$ cat config.mk
export PLATFORM = sky130hd
export DESIGN_NAME = intc_nmi_arb
export DESIGN_NICKNAME = d
export VERILOG_FILES = /design/src/rtl/intc_pkg.sv /design/src/rtl/intc_prio_chain.sv /design/src/rtl/intc_ctrl_regs.sv /design/src/rtl/intc_result_stage.sv /design/src/rtl/intc_nmi_arb.sv
export SDC_FILE = /design/constraint.sdc
export NUM_CORES = 1
export LEC_CHECK = 0
export ABC_AREA = 1
export BUFFER_PORTS_ARGS = -buffer_cell sky130_fd_sc_hd__buf_2
export CORE_ASPECT_RATIO = 0.7
export CORE_MARGIN = 3
export CORE_UTILIZATION = 55
export CTS_BUF_LIST = sky130_fd_sc_hd__clkbuf_8
export CTS_CLUSTER_DIAMETER = 30
export DETAILED_ROUTE_END_ITERATION = 10
export GPL_TIMING_DRIVEN = 0
export PLACE_DENSITY = 0.81
export SYNTH_ARGS = -nofsm -noshare
export SYNTH_HDL_FRONTEND = slang
export SYNTH_HIERARCHICAL = 1
export SYNTH_SLANG_ARGS = --single-unit
export TNS_END_PERCENT = 1
$ cat constraint.sdc
create_clock -name clk -period 42.5 [get_ports clk]
set_input_delay 4.25 -clock clk [delete_from_list [all_inputs] [get_ports clk]]
set_output_delay 4.25 -clock clk [all_outputs]
set_load 0.005 [all_outputs]
$ cat src/rtl/intc_pkg.sv
package intc_pkg;

    parameter int LVL_W  = 5;
    parameter int NUM_W  = 7;
    parameter int ADDR_W = 32;

    localparam logic [LVL_W-1:0]  LVL_OFF      = '1;
    localparam logic [LVL_W-1:0]  NMI_LEVEL    = LVL_W'(15);
    localparam logic [NUM_W-1:0]  NMI_NUMBER   = NUM_W'(15);
    localparam logic [ADDR_W-1:0] BASE_RESET   = 32'h000F_FC00;
    localparam logic [ADDR_W-1:0] TABLE_TOP    = 32'h0000_03FC;
    localparam int                SW_NUM_FIRST = 80;

    typedef enum logic {
        SEL_HALT = 1'b0,
        SEL_BASE = 1'b1
    } wr_sel_e;

    typedef struct packed {
        logic             vld;
        logic [LVL_W-1:0] lvl;
        logic [NUM_W-1:0] num;
    } cand_t;

    typedef struct packed {
        logic              vld;
        logic [LVL_W-1:0]  lvl;
        logic [NUM_W-1:0]  num;
        logic [ADDR_W-1:0] addr;
    } result_t;

    // keep a unless b is strictly better (lower level, then lower number)
    function automatic cand_t better(cand_t a, cand_t b);
        cand_t r;
        r = a;
        if (b.vld) begin
            if (!a.vld)
                r = b;
            else if (b.lvl < a.lvl)
                r = b;
            else if ((b.lvl == a.lvl) && (b.num < a.num))
                r = b;
        end
        return r;
    endfunction

    function automatic logic [ADDR_W-1:0] vec_offset(logic [NUM_W-1:0] num);
        logic [ADDR_W-1:0] scaled;
        scaled = {{(ADDR_W-NUM_W-2){1'b0}}, num, 2'b00};
        return TABLE_TOP - scaled;
    endfunction

endpackage

$ cat src/rtl/intc_prio_chain.sv
module intc_prio_chain
    import intc_pkg::*;
#(
    parameter int NUM_SRC   = 16,
    parameter int FIRST_NUM = 16
) (
    input  logic [NUM_SRC-1:0]       req,
    input  logic [NUM_SRC*LVL_W-1:0] lvl,
    output cand_t                    best
);

    cand_t stage [NUM_SRC+1];

    assign stage[0] = '0;

    for (genvar g = 0; g < NUM_SRC; g++) begin : g_src
        cand_t here;
        always_comb begin
            here.lvl = lvl[g*LVL_W +: LVL_W];
            here.num = NUM_W'(FIRST_NUM + g);
            here.vld = req[g] && (here.lvl != LVL_OFF);
        end
        assign stage[g+1] = better(stage[g], here);
    end

    assign best = stage[NUM_SRC];

endmodule

$ cat src/rtl/intc_ctrl_regs.sv
module intc_ctrl_regs
    import intc_pkg::*;
(
    input  logic              clk,
    input  logic              rst,
    input  logic              nmi,
    input  logic              wr_en,
    input  wr_sel_e           wr_sel,
    input  logic [ADDR_W-1:0] wr_data,
    output logic [ADDR_W-1:0] base,
    output logic              halt
);

    logic              halt_d;
    logic [ADDR_W-1:0] base_d;

    always_comb begin
        halt_d = halt;
        base_d = base;
        if (wr_en && (wr_sel == SEL_HALT))
            halt_d = wr_data[0];
        if (wr_en && (wr_sel == SEL_BASE))
            base_d = wr_data;
        // an NMI in the same cycle beats a clearing write
        if (nmi)
            halt_d = 1'b1;
    end

    always_ff @(posedge clk) begin
        if (rst) begin
            halt <= 1'b0;
            base <= BASE_RESET;
        end else begin
            halt <= halt_d;
            base <= base_d;
        end
    end

endmodule

$ cat src/rtl/intc_result_stage.sv
module intc_result_stage
    import intc_pkg::*;
(
    input  logic              clk,
    input  logic              rst,
    input  logic              nmi,
    input  cand_t             best,
    input  logic [ADDR_W-1:0] base,
    output result_t           res
);

    cand_t   win;
    result_t res_d;

    always_comb begin
        win = best;
        if (nmi) begin
            win.vld = 1'b1;
            win.lvl = NMI_LEVEL;
            win.num = NMI_NUMBER;
        end
        res_d.vld  = win.vld;
        res_d.lvl  = win.vld ? win.lvl : LVL_OFF;
        res_d.num  = win.vld ? win.num : '0;
        res_d.addr = win.vld ? (base + vec_offset(win.num)) : '0;
    end

    always_ff @(posedge clk) begin
        if (rst) begin
            res.vld  <= 1'b0;
            res.lvl  <= LVL_OFF;
            res.num  <= '0;
            res.addr <= '0;
        end else begin
            res <= res_d;
        end
    end

endmodule

$ cat src/rtl/intc_nmi_arb.sv
module intc_nmi_arb
    import intc_pkg::*;
#(
    parameter int NUM_SRC   = 16,
    parameter int FIRST_NUM = 16
) (
    input  logic                     clk,
    input  logic                     rst,
    input  logic [NUM_SRC-1:0]       req_i,
    input  logic [NUM_SRC*LVL_W-1:0] lvl_i,
    input  logic                     nmi_i,
    input  logic                     wr_en_i,
    input  logic                     wr_sel_i,
    input  logic [ADDR_W-1:0]        wr_data_i,
    output logic                     irq_valid_o,
    output logic [LVL_W-1:0]         irq_level_o,
    output logic [NUM_W-1:0]         irq_num_o,
    output logic [ADDR_W-1:0]        vec_addr_o,
    output logic                     dma_halt_o
);

    localparam int LAST_NUM = FIRST_NUM + NUM_SRC - 1;

    cand_t             best;
    result_t           res;
    logic [ADDR_W-1:0] base;
    wr_sel_e           sel;

    assign sel = wr_sel_e'(wr_sel_i);

    intc_prio_chain #(
        .NUM_SRC   (NUM_SRC),
        .FIRST_NUM (FIRST_NUM)
    ) u_chain (
        .req  (req_i),
        .lvl  (lvl_i),
        .best (best)
    );

    intc_ctrl_regs u_regs (
        .clk     (clk),
        .rst     (rst),
        .nmi     (nmi_i),
        .wr_en   (wr_en_i),
        .wr_sel  (sel),
        .wr_data (wr_data_i),
        .base    (base),
        .halt    (dma_halt_o)
    );

    intc_result_stage u_res (
        .clk  (clk),
        .rst  (rst),
        .nmi  (nmi_i),
        .best (best),
        .base (base),
        .res  (res)
    );

    assign irq_valid_o = res.vld;
    assign irq_level_o = res.lvl;
    assign irq_num_o   = res.num;
    assign vec_addr_o  = res.addr;

    if (LAST_NUM >= SW_NUM_FIRST) begin : g_bad_range
        $error("hardware interrupt numbers overlap the software range");
    end

endmodule

==> impl_metrics.toml, run 1 <==
[run_status]
status = "finished clean"

[run]
cap_violations = 0

[timing]
rsz0062_at_grt = "false"
setup_violations = 0
slew_headroom_pct = 52.34
finalCriticalPeriod_ns = 24.71
drv_slew = 0
hold_viol = 0
period_share_pct = 58.15
tightest_slew_ns = 0.7149
max_freq_mhz = 40.46
clock_skew_ns = 0.007143
tns_ns = 0

[floorplan]
io_pins = 179
dieHeight_um = 99.30
core_area_um2 = 11930
initial_utilization_pct = 57.31
fp.dieW_um = 139.3
row_count = 33
die_area_um2 = 13830

[critical_path]
reg2reg_to = "u_res/res[13]"
worstSetupStartpointType = "input pin"
r2r-start = "u_regs/base[8]"
arrival_ns = 24.93
slowest_delay_ns = 0.44
crit_top_cell = "nand2_1"
path_max_fanout = 10
critPathRequiredTime_ns = 42.72
crit_slowest_cell = "a21oi_1"
worst-r2r-cell-count = 7
r2r_slack_ns = 40.55
crit_type = "input pin to flip-flop"
worst_setup_path_end_kind = "flip-flop"

[route]
drc = 0
drtPass1Iterations = 5
wl_per_cell_um = 13.41
via_per_inst = 5.263
drt_iter0_drc = 491
wl_um = 19320
vias = 7584
ant_nets = 0

[pwr]
vdd_drop_max_mv = 0.03562
p_leak_nw = 4.511
power_density_nw_per_um2 = 51.12

[synthesis]
synth.distinct_cells = 42
synth_edf_count = 0
synth.largest_area_cell = "dfxtp_1"
synth-warning-count = 6
syn-instance-count = 1088
synth_top_area_share_pct = 22.83
netlist_top_cells_count = "nand2_1 (291), inv_1 (134), nor2_1 (120), nand3_1 (86), dfxtp_1 (78)"
syn_area_per_cell_um2 = 6.286
ys_ff_latch = 78
synthArstFlopShare_pct = 0
post-synth-top-count-cell = "nand2_1"
ys_seq_area_share_pct = 22.83
synth-main-ff-cell = "dfxtp_1"
netlist_area_um2 = 6839
synthTopCellsByArea = "dfxtp_1 (23%), nand2_1 (16%), ha_1 (12%), inv_1 (7.4%), nor2_1 (6.6%)"

[clocking]
cts_tree = "done"
clock_latency_ns = 0.35
postCtsSetupRepairBufs = 0
cts_buffer_depth = 2
ctsResizeCount = 0
cts_made_buffers = 9
clkTransAtPathRegs_ns = 0.08
clock-root-buffer = "clkbuf_8"
holdBufCountCts = 0
clock_sinks = 78
htree_levels = 3

[min_path]
hp-class = "flip-flop to flip-flop"
holdPathStages = 2
worstHoldStart = "u_regs/base[0]"
min_to = "u_res/res[0]"

[grt]
grt.total_usage_pct = 27.47
grt_pass1_wl_um = 31470
grt_max_degree = 14
grt_remaining_overflow = 0
grt_pass1_vias = 6653
antenna_found_initial = 2

[placed_design]
place.gp.congestion = 1.013
port_buffers = 178
dp.cells = 1424
dpl.hpwl_um = 16310

[layout]
area_delta_synth_final_pct = 18.75
nets = 1480
finalNonFillerCells = 1441
drive_above_1_share_pct = 24.47
## where the power goes
group	total, mW	internal, mW	switching (mW)	leakage [nW]
Sequential	0.0875	0.0825	0.00499	0.646
Clock	0.0533	0.0267	0.0266	0.0948
Combinational	0.274	0.105	0.169	3.77
## placed cells by master, fill, tap and decap left out, types with 5 or more instances in the layout
cell type / Yosys / layout
nor2_1: 120 / 120
buf_2: 7 / 185
inv_2: 15 / 15
clkbuf_1: 6 / 6
nand3_2: 15 / 15
a21oi_1: 54 / 54
clkbuf_8: 0 / 9
buf_4: 6 / 6
o21a_1: 13 / 13
nand2_2: 30 / 30
nor3_1: 14 / 14
o221ai_1: 5 / 5
or2_2: 10 / 10
inv_1: 134 / 134
nand3_1: 86 / 86
dfxtp_1: 78 / 78
ha_1: 68 / 68
nand2_1: 291 / 291
nand2_4: 6 / 6
nand4_1: 15 / 15
o21ai_2: 18 / 18
o21ai_1: 8 / 8
o21ai_0: 58 / 58
## registers in the layout, summed over array words and instances (netlist names)
name and count:
u_res/res 45, u_regs/halt 1, u_regs/base 32
## routing by layer
layer  track usage [%]  wire length, um  vias to the layer above
li1                  -                -                     3912
met1             43.09             9625                     3330
met2             38.94             7475                      320
met3             5.911             2014                       20
met4             4.135              199                        2
met5                 0                7                        -
## how the worst max path moves through the flow
stage | startpoint | end | slack, ns
6_report | lvl_i[3] | u_res/res[13] | 17.79
5_1_grt | lvl_i[3] | u_res/res[13] | 15.72
4_1_cts | lvl_i[3] | u_res/res[13] | 18.14
3_5_place_dp | lvl_i[3] | u_res/res[14] | 17.89
3_3_place_gp | lvl_i[3] | u_res/res[26] | 18.16
2_1_floorplan | lvl_i[2] | u_res/res[14] | 20.72
## per-stage QoR
| step | area (um^2) | hold WS, ns | util (%) | setup WS [ns] | power, mW |
|---|---|---|---|---|---|
| final | 8122 | 0.4307 | 68.06 | 17.79 | 0.4152 |
| after floorplan | 6843 | 0.4087 | - | 20.72 | 0.2958 |
| after global placement | 7930 | 0.4160 | 66.46 | 18.16 | 0.3505 |
| after global routing | 8122 | 0.4582 | 68.06 | 15.72 | 0.4594 |
| after detailed placement | 7930 | 0.4236 | 66.46 | 17.89 | 0.3587 |
| after CTS | 8119 | 0.4272 | 68.04 | 18.14 | 0.4126 |
## cell families (layout without fill, tap and decap cells)
logic type | after synthesis | in the layout | share of synthesized area (%)
compound gates | 169 | 169 | 14.73
fa+ha+maj | 69 | 69 | 12.73
buf+inv | 175 | 369 | 10.54
flops | 78 | 78 | 22.83
other cells | 1 | 3 | 0.05483
simple gates | 596 | 596 | 39.11
## worst max-delay path: cells and delay by family
family	cells	cell delay, ns
AOI/OAI and AO/OA	37	6.33
adders and majority gates	16	4.56
buffers and inverters	24	3.18
and+or+nand+nor	75	6.57
## layout make-up
class / count / area (um^2)
multi-input combinational: 836 / 4561
clock buffer: 9 / 123.9
fill: 1124 / 3811
tap: 157 / 196.4
timing repair buffer: 178 / 890.9
clock inverter: 7 / 65.06
antenna: 1 / 2.502
inverter: 150 / 563.0
sequential: 78 / 1562
buffer: 25 / 157.7
Power figures use the tool's default switching activity.
==> inputs of run 2 (changes only) <==
- clock period: 42.5 -> 24.9 ns (I/O delays scaled with it)
==> run 2 against run 1 <==
- count of clock-buffer cells in the layout is the same
- sequential share of layout area is essentially flat
- clock skew hardly changed
- wire length down 0.18%
- combinational power rose by 71%
- clock power is 71% higher
- final cell count unchanged
- global-route usage unchanged
- non-clock buffer count unchanged
- via count hardly changed
- hold slack got worse by 0.00071 ns
- die area unchanged
- critical path type unchanged
- critical endpoint unchanged
- highest routed layer unchanged
==> impl_metrics.toml, run 2 (synthesis gave the netlist of run 1 again) <==
[run_status]
status = "finished clean"

[layout]
final_core_util_pct = 68.09
layout_common_cells = "nand2_1 (291), buf_2 (185), inv_1 (134)"
finalNonFillerCells = 1441
reg.largest.list = "u_res/res x45, u_regs/base x32, u_regs/halt x1"
final_cell_area_um2 = 8125
layout_commonest_cell = "nand2_1"
largest_reg_flops = 45
area_delta_synth_final_pct = 18.81
nets = 1480
drive_above_1_share_pct = 24.55
fillers = 1122
regMostFlops = "u_res/res"

[route]
ant_nets = 0
via_per_inst = 5.260
drt_iter0_drc = 494
drc = 0
drtPass1Iterations = 5
vias = 7579
wl_per_cell_um = 13.39
wl_um = 19290

[critical_path]
arrival_ns = 22.98
reg2reg_to = "u_res/res[13]"
crit_slowest_cell = "o21ai_0"
worst_setup_path_end_kind = "flip-flop"
worstSetupStartpointType = "input pin"
crit_top_cell = "nand2_1"
critPathRequiredTime_ns = 25.12
path_max_fanout = 10
r2r_slack_ns = 22.96
slowest_delay_ns = 0.37
worst-r2r-cell-count = 7
crit_type = "input pin to flip-flop"
r2r-start = "u_regs/base[8]"

[clocking]
clkTransAtPathRegs_ns = 0.08
clock_sinks = 78
cts_made_buffers = 9
htree_levels = 3
cts_buffer_depth = 2
cts_tree = "done"
clock-root-buffer = "clkbuf_8"
postCtsSetupRepairBufs = 0
clock_latency_ns = 0.35

[timing]
clock_skew_ns = 0.006820
hold_viol = 0
drv_slew = 0
hold_slack_ns = 0.4300
max_freq_mhz = 43.92
setup_violations = 0
finalCriticalPeriod_ns = 22.77
tightest_slew_ns = 0.7191
period_share_pct = 91.43
tns_ns = 0
timing.final.ws_setup_ns = 2.134
slew_headroom_pct = 52.06
rsz0062_at_grt = "false"

[grt]
grt_pass1_vias = 6653
grt_pass1_wl_um = 31470
grt_max_degree = 14
grt.total_usage_pct = 27.47
antenna_found_initial = 2
grt_remaining_overflow = 0

[pwr]
power_density_nw_per_um2 = 87.31
clkPwrFrac_pct = 12.8
power_frac_seq_pct = 21.1
switching_share_pct = 48.44
p_int_mw = 0.3658
power_mw = 0.7094
p_leak_nw = 4.511
p_comb_share_pct = 66.1
vdd_drop_max_mv = 0.06003
power_switching_mw = 0.3436

[min_path]
min_to = "u_res/res[0]"
holdPathStages = 2
worstHoldStart = "u_regs/base[0]"
hp-class = "flip-flop to flip-flop"

[floorplan]
core_area_um2 = 11930
fp.dieW_um = 139.3
dieHeight_um = 99.30
die_area_um2 = 13830
row_count = 33
initial_utilization_pct = 57.31
io_pins = 179

[run]
cap_violations = 0

[placed_design]
place.gp.congestion = 1.013
placed_area_um2 = 7930
dp.cells = 1424
port_buffers = 178
dpl.hpwl_um = 16310
dp_slack_ns = 2.046
run 2: cell counts in the layout (fill, tap and decap cells not counted):
No cell type changed its count.
run 2: final cells by class:
type / instances / area [um^2] / share of cell area [%]
plain buffers: 25 / 157.7 / 1.940
inverters: 150 / 563.0 / 6.929
clock inverters: 7 / 65.06 / 0.8007
repair buffers: 178 / 890.9 / 10.96
well taps: 157 / 196.4 / 2.418
multi-input cells: 836 / 4564 / 56.17
clock buffers: 9 / 123.9 / 1.524
diodes: 1 / 2.502 / 0.03080
flip-flops and latches: 78 / 1562 / 19.22
run 2: critical path, delay by kind of cell:
kind,cells,cell delay [ns]
AND/OR/NAND/NOR,75,6.53
adder cells (fa/ha/maj),16,4.56
buffers and inverters,24,3.14
AO/OA/AOI/OAI,37,6.24
run 2: routing by layer:
layer	GRT usage (%)	vias up	wire length, um
met5	0	-	7
met1	43.09	3328	9674
met4	4.135	2	182
met3	5.911	16	1965
met2	38.94	320	7458
li1	-	3913	-
run 2: repair_timing:
item,in CTS,in global routing
hold buffers,0,0
gates resized for setup,0,1
endpoints found under the setup margin,0,7
hold endpoints to repair,0,0
run 2: worst max path at each step:
stage / startpoint / to / slack [ns] / cells after the start
after floorplan: lvl_i[2] / u_res/res[14] / 4.88 / 153
after global placement: lvl_i[3] / u_res/res[26] / 2.32 / 151
after detailed placement: lvl_i[3] / u_res/res[14] / 2.05 / 151
after CTS: lvl_i[3] / u_res/res[13] / 2.30 / 152
after global routing: lvl_i[3] / u_res/res[13] / 0.11 / 152
final: lvl_i[3] / u_res/res[13] / 2.13 / 152
run 2: power groups by stage:
stage	combinational, mW	sequential (mW)	clock, mW
3_3_place_gp	0.447	0.152	0
6_report	0.469	0.149	0.0911
4_1_cts	0.463	0.149	0.0925
2_1_floorplan	0.353	0.152	0
5_1_grt	0.535	0.151	0.0987
3_5_place_dp	0.460	0.152	0
==> inputs of run 3 (changes only) <==
- CORE_UTILIZATION: 55 -> 54
- SYNTH_HIERARCHICAL: 1 -> unset
==> run 3 against run 2 <==
- clock skew up 0.00063 ns
- first-iteration DRC count down 36%
- utilization up 2.1 points
- flip-flop and latch count down 2
- clock power down 10%
- register-to-register slack worse by 1.4 ns
- critical path depth up 7
- synthesized cell count down 15%
- design area down 8.1%
- synthesized area down 12%
- count of clock-buffer cells in the layout up 2
- maximum frequency down 0.43%
==> impl_metrics.toml, run 3 <==
[synthesis]
synth-warning-count = 0
synth-main-ff-cell = "dfxtp_1"
synth_edf_count = 0
post-synth-top-count-cell = "nand2_1"
synth_top_area_share_pct = 25.21
netlist_area_um2 = 6036
syn-instance-count = 926
synthArstFlopShare_pct = 0
ys_ff_latch = 76
syn_area_per_cell_um2 = 6.518
synth.distinct_cells = 43
synthTopCellsByArea = "dfxtp_1 (25%), nand2_1 (15%), ha_1 (14%), inv_1 (8.0%), nand3_1 (6.1%)"
netlist_top_cells_count = "nand2_1 (235), inv_1 (128), dfxtp_1 (76), nor2_1 (74), nand3_1 (73)"
ys_seq_area_share_pct = 25.21
synth.largest_area_cell = "dfxtp_1"

[timing]
hold_slack_ns = 0.4285
max_freq_mhz = 43.74
hold_viol = 0
tightest_slew_ns = 0.6279
drv_slew = 0
finalCriticalPeriod_ns = 22.86
period_share_pct = 91.82
slew_headroom_pct = 58.14
tns_ns = 0
setup_violations = 0
clock_skew_ns = 0.007446

[route]
ant_nets = 0
drtPass1Iterations = 5
drc = 0
wl_um = 16630
vias = 6554
drt_iter0_drc = 318
via_per_inst = 5.140
wl_per_cell_um = 13.04

[grt]
grt_pass1_vias = 5901
grt_pass1_wl_um = 26640
grt.total_usage_pct = 25.66
antenna_found_initial = 0
grt_remaining_overflow = 0
grt_max_degree = 12

[layout]
reg.largest.list = "u_res.res x43, u_regs.base x32, u_regs.halt x1"
nets = 1325
layout_common_cells = "nand2_1 (232), buf_2 (180), inv_1 (125)"
area_delta_synth_final_pct = 23.67
finalNonFillerCells = 1275
fillers = 984
drive_above_1_share_pct = 24.84
largest_reg_flops = 43
layout_commonest_cell = "nand2_1"
final_core_util_pct = 70.24
regMostFlops = "u_res.res"
regArea_um2 = 1521
multi_input_area_um2 = 4009
antenna_cells = 0

[clocking]
cts_made_buffers = 9
cts_buffer_depth = 2
htree_levels = 3
clock-root-buffer = "clkbuf_8"
cts_tree = "done"
clock_sinks = 76
clkTransAtPathRegs_ns = 0.07
holdBufCountCts = 0
clock_latency_ns = 0.35

[floorplan]
die_area_um2 = 12500
io_pins = 179
core_area_um2 = 10630
initial_utilization_pct = 56.79
dieHeight_um = 94.46
fp.dieW_um = 132.4
row_count = 31

[min_path]
worstHoldStart = "u_regs.base[1]"
hp-class = "flip-flop to flip-flop"
holdPathStages = 2
min_to = "u_res.res[1]"

[critical_path]
slowest_delay_ns = 0.34
crit_top_cell = "nand2_1"
worst_setup_path_end_kind = "flip-flop"
worstSetupStartpointType = "input pin"
arrival_ns = 23.14
reg2reg_to = "u_res.res[30]"
path_max_fanout = 10
r2r_slack_ns = 21.58
worst-r2r-cell-count = 22
r2r-start = "u_regs.base[2]"
crit_type = "input pin to flip-flop"
critPathRequiredTime_ns = 25.18
crit_slowest_cell = "o21ai_0"

[placed_design]
dpl.hpwl_um = 13690
port_buffers = 176
dp.cells = 1251
place.gp.congestion = 0.9167

[pwr]
vdd_drop_max_mv = 0.03640
power_mw = 0.6475
power_density_nw_per_um2 = 86.74
p_leak_nw = 4.090

[run]
cap_violations = 0

[run_status]
status = "finished clean"
[run 3: worst max-delay path: cells and delay by family]
kind | cells | cell delay (ns)
AND/OR/NAND/NOR | 80 | 7.72
buffers and inverters | 27 | 3.05
AO/OA/AOI/OAI | 35 | 5.29
XOR/XNOR | 1 | 0.15
adder cells (fa/ha/maj) | 16 | 4.41
[run 3: per-layer routing]
layer	vias to the layer above	GRT usage, %	part of all wire [%]
li1	3401	-	-
met1	2924	37.81	49
met2	209	39.73	43
met3	20	4.579	7.1
met4	0	4.585	0.99
met5	-	0	0
[run 3: cells by family after synthesis]
group	count (synthesis)	share of synthesized area (%)
other	1	0.06213
adder cells (fa/ha/maj)	69	14.43
flip-flops	76	25.21
XOR/XNOR	13	1.886
buffers and inverters	157	10.20
AO/OA/AOI/OAI	165	15.90
AND/OR/NAND/NOR	445	32.32
[run 3: final cells by class]
class / instances / area share, %
buffer: 20 / 1.475
clock inverter: 4 / 0.2347
inverter: 137 / 6.990
sequential: 76 / 20.38
clock buffer: 11 / 2.028
tap: 148 / 2.481
multi-input combinational: 694 / 53.70
timing repair buffer: 185 / 12.71
[run 3: power breakdown]
| group | internal, mW | switching, mW |
|---|---|---|
| logic | 0.165 | 0.256 |
| registers | 0.138 | 0.00660 |
| clock network | 0.0400 | 0.0418 |
| total | 0.343 | 0.304 |
[run 3: repair_timing]
item,in CTS,in global routing
setup buffers,0,9
gates resized for setup,0,54
setup endpoints to repair,0,26
[run 3: worst max-delay path by stage]
stage	start	end	slack [ns]	depth (start not counted)
finish	lvl_i[2]	u_res.res[27]	2.04	159
global route	lvl_i[1]	u_res.res[30]	-0.06	175
CTS	lvl_i[2]	u_res.res[30]	0.50	165
detailed placement	lvl_i[2]	u_res.res[30]	0.20	165
global placement	lvl_i[2]	u_res.res[30]	0.64	165
floorplan	lvl_i[1]	u_res.res[30]	3.37	169
[run 3: metrics by stage]
stage | cell area, um^2 | worst slack [ns]
5_1_grt | 7465 | -0.05873
6_report | 7465 | 2.036
3_5_place_dp | 7106 | 0.1985
2_1_floorplan | 6040 | 3.368
4_1_cts | 7274 | 0.5011
3_3_place_gp | 7106 | 0.6423
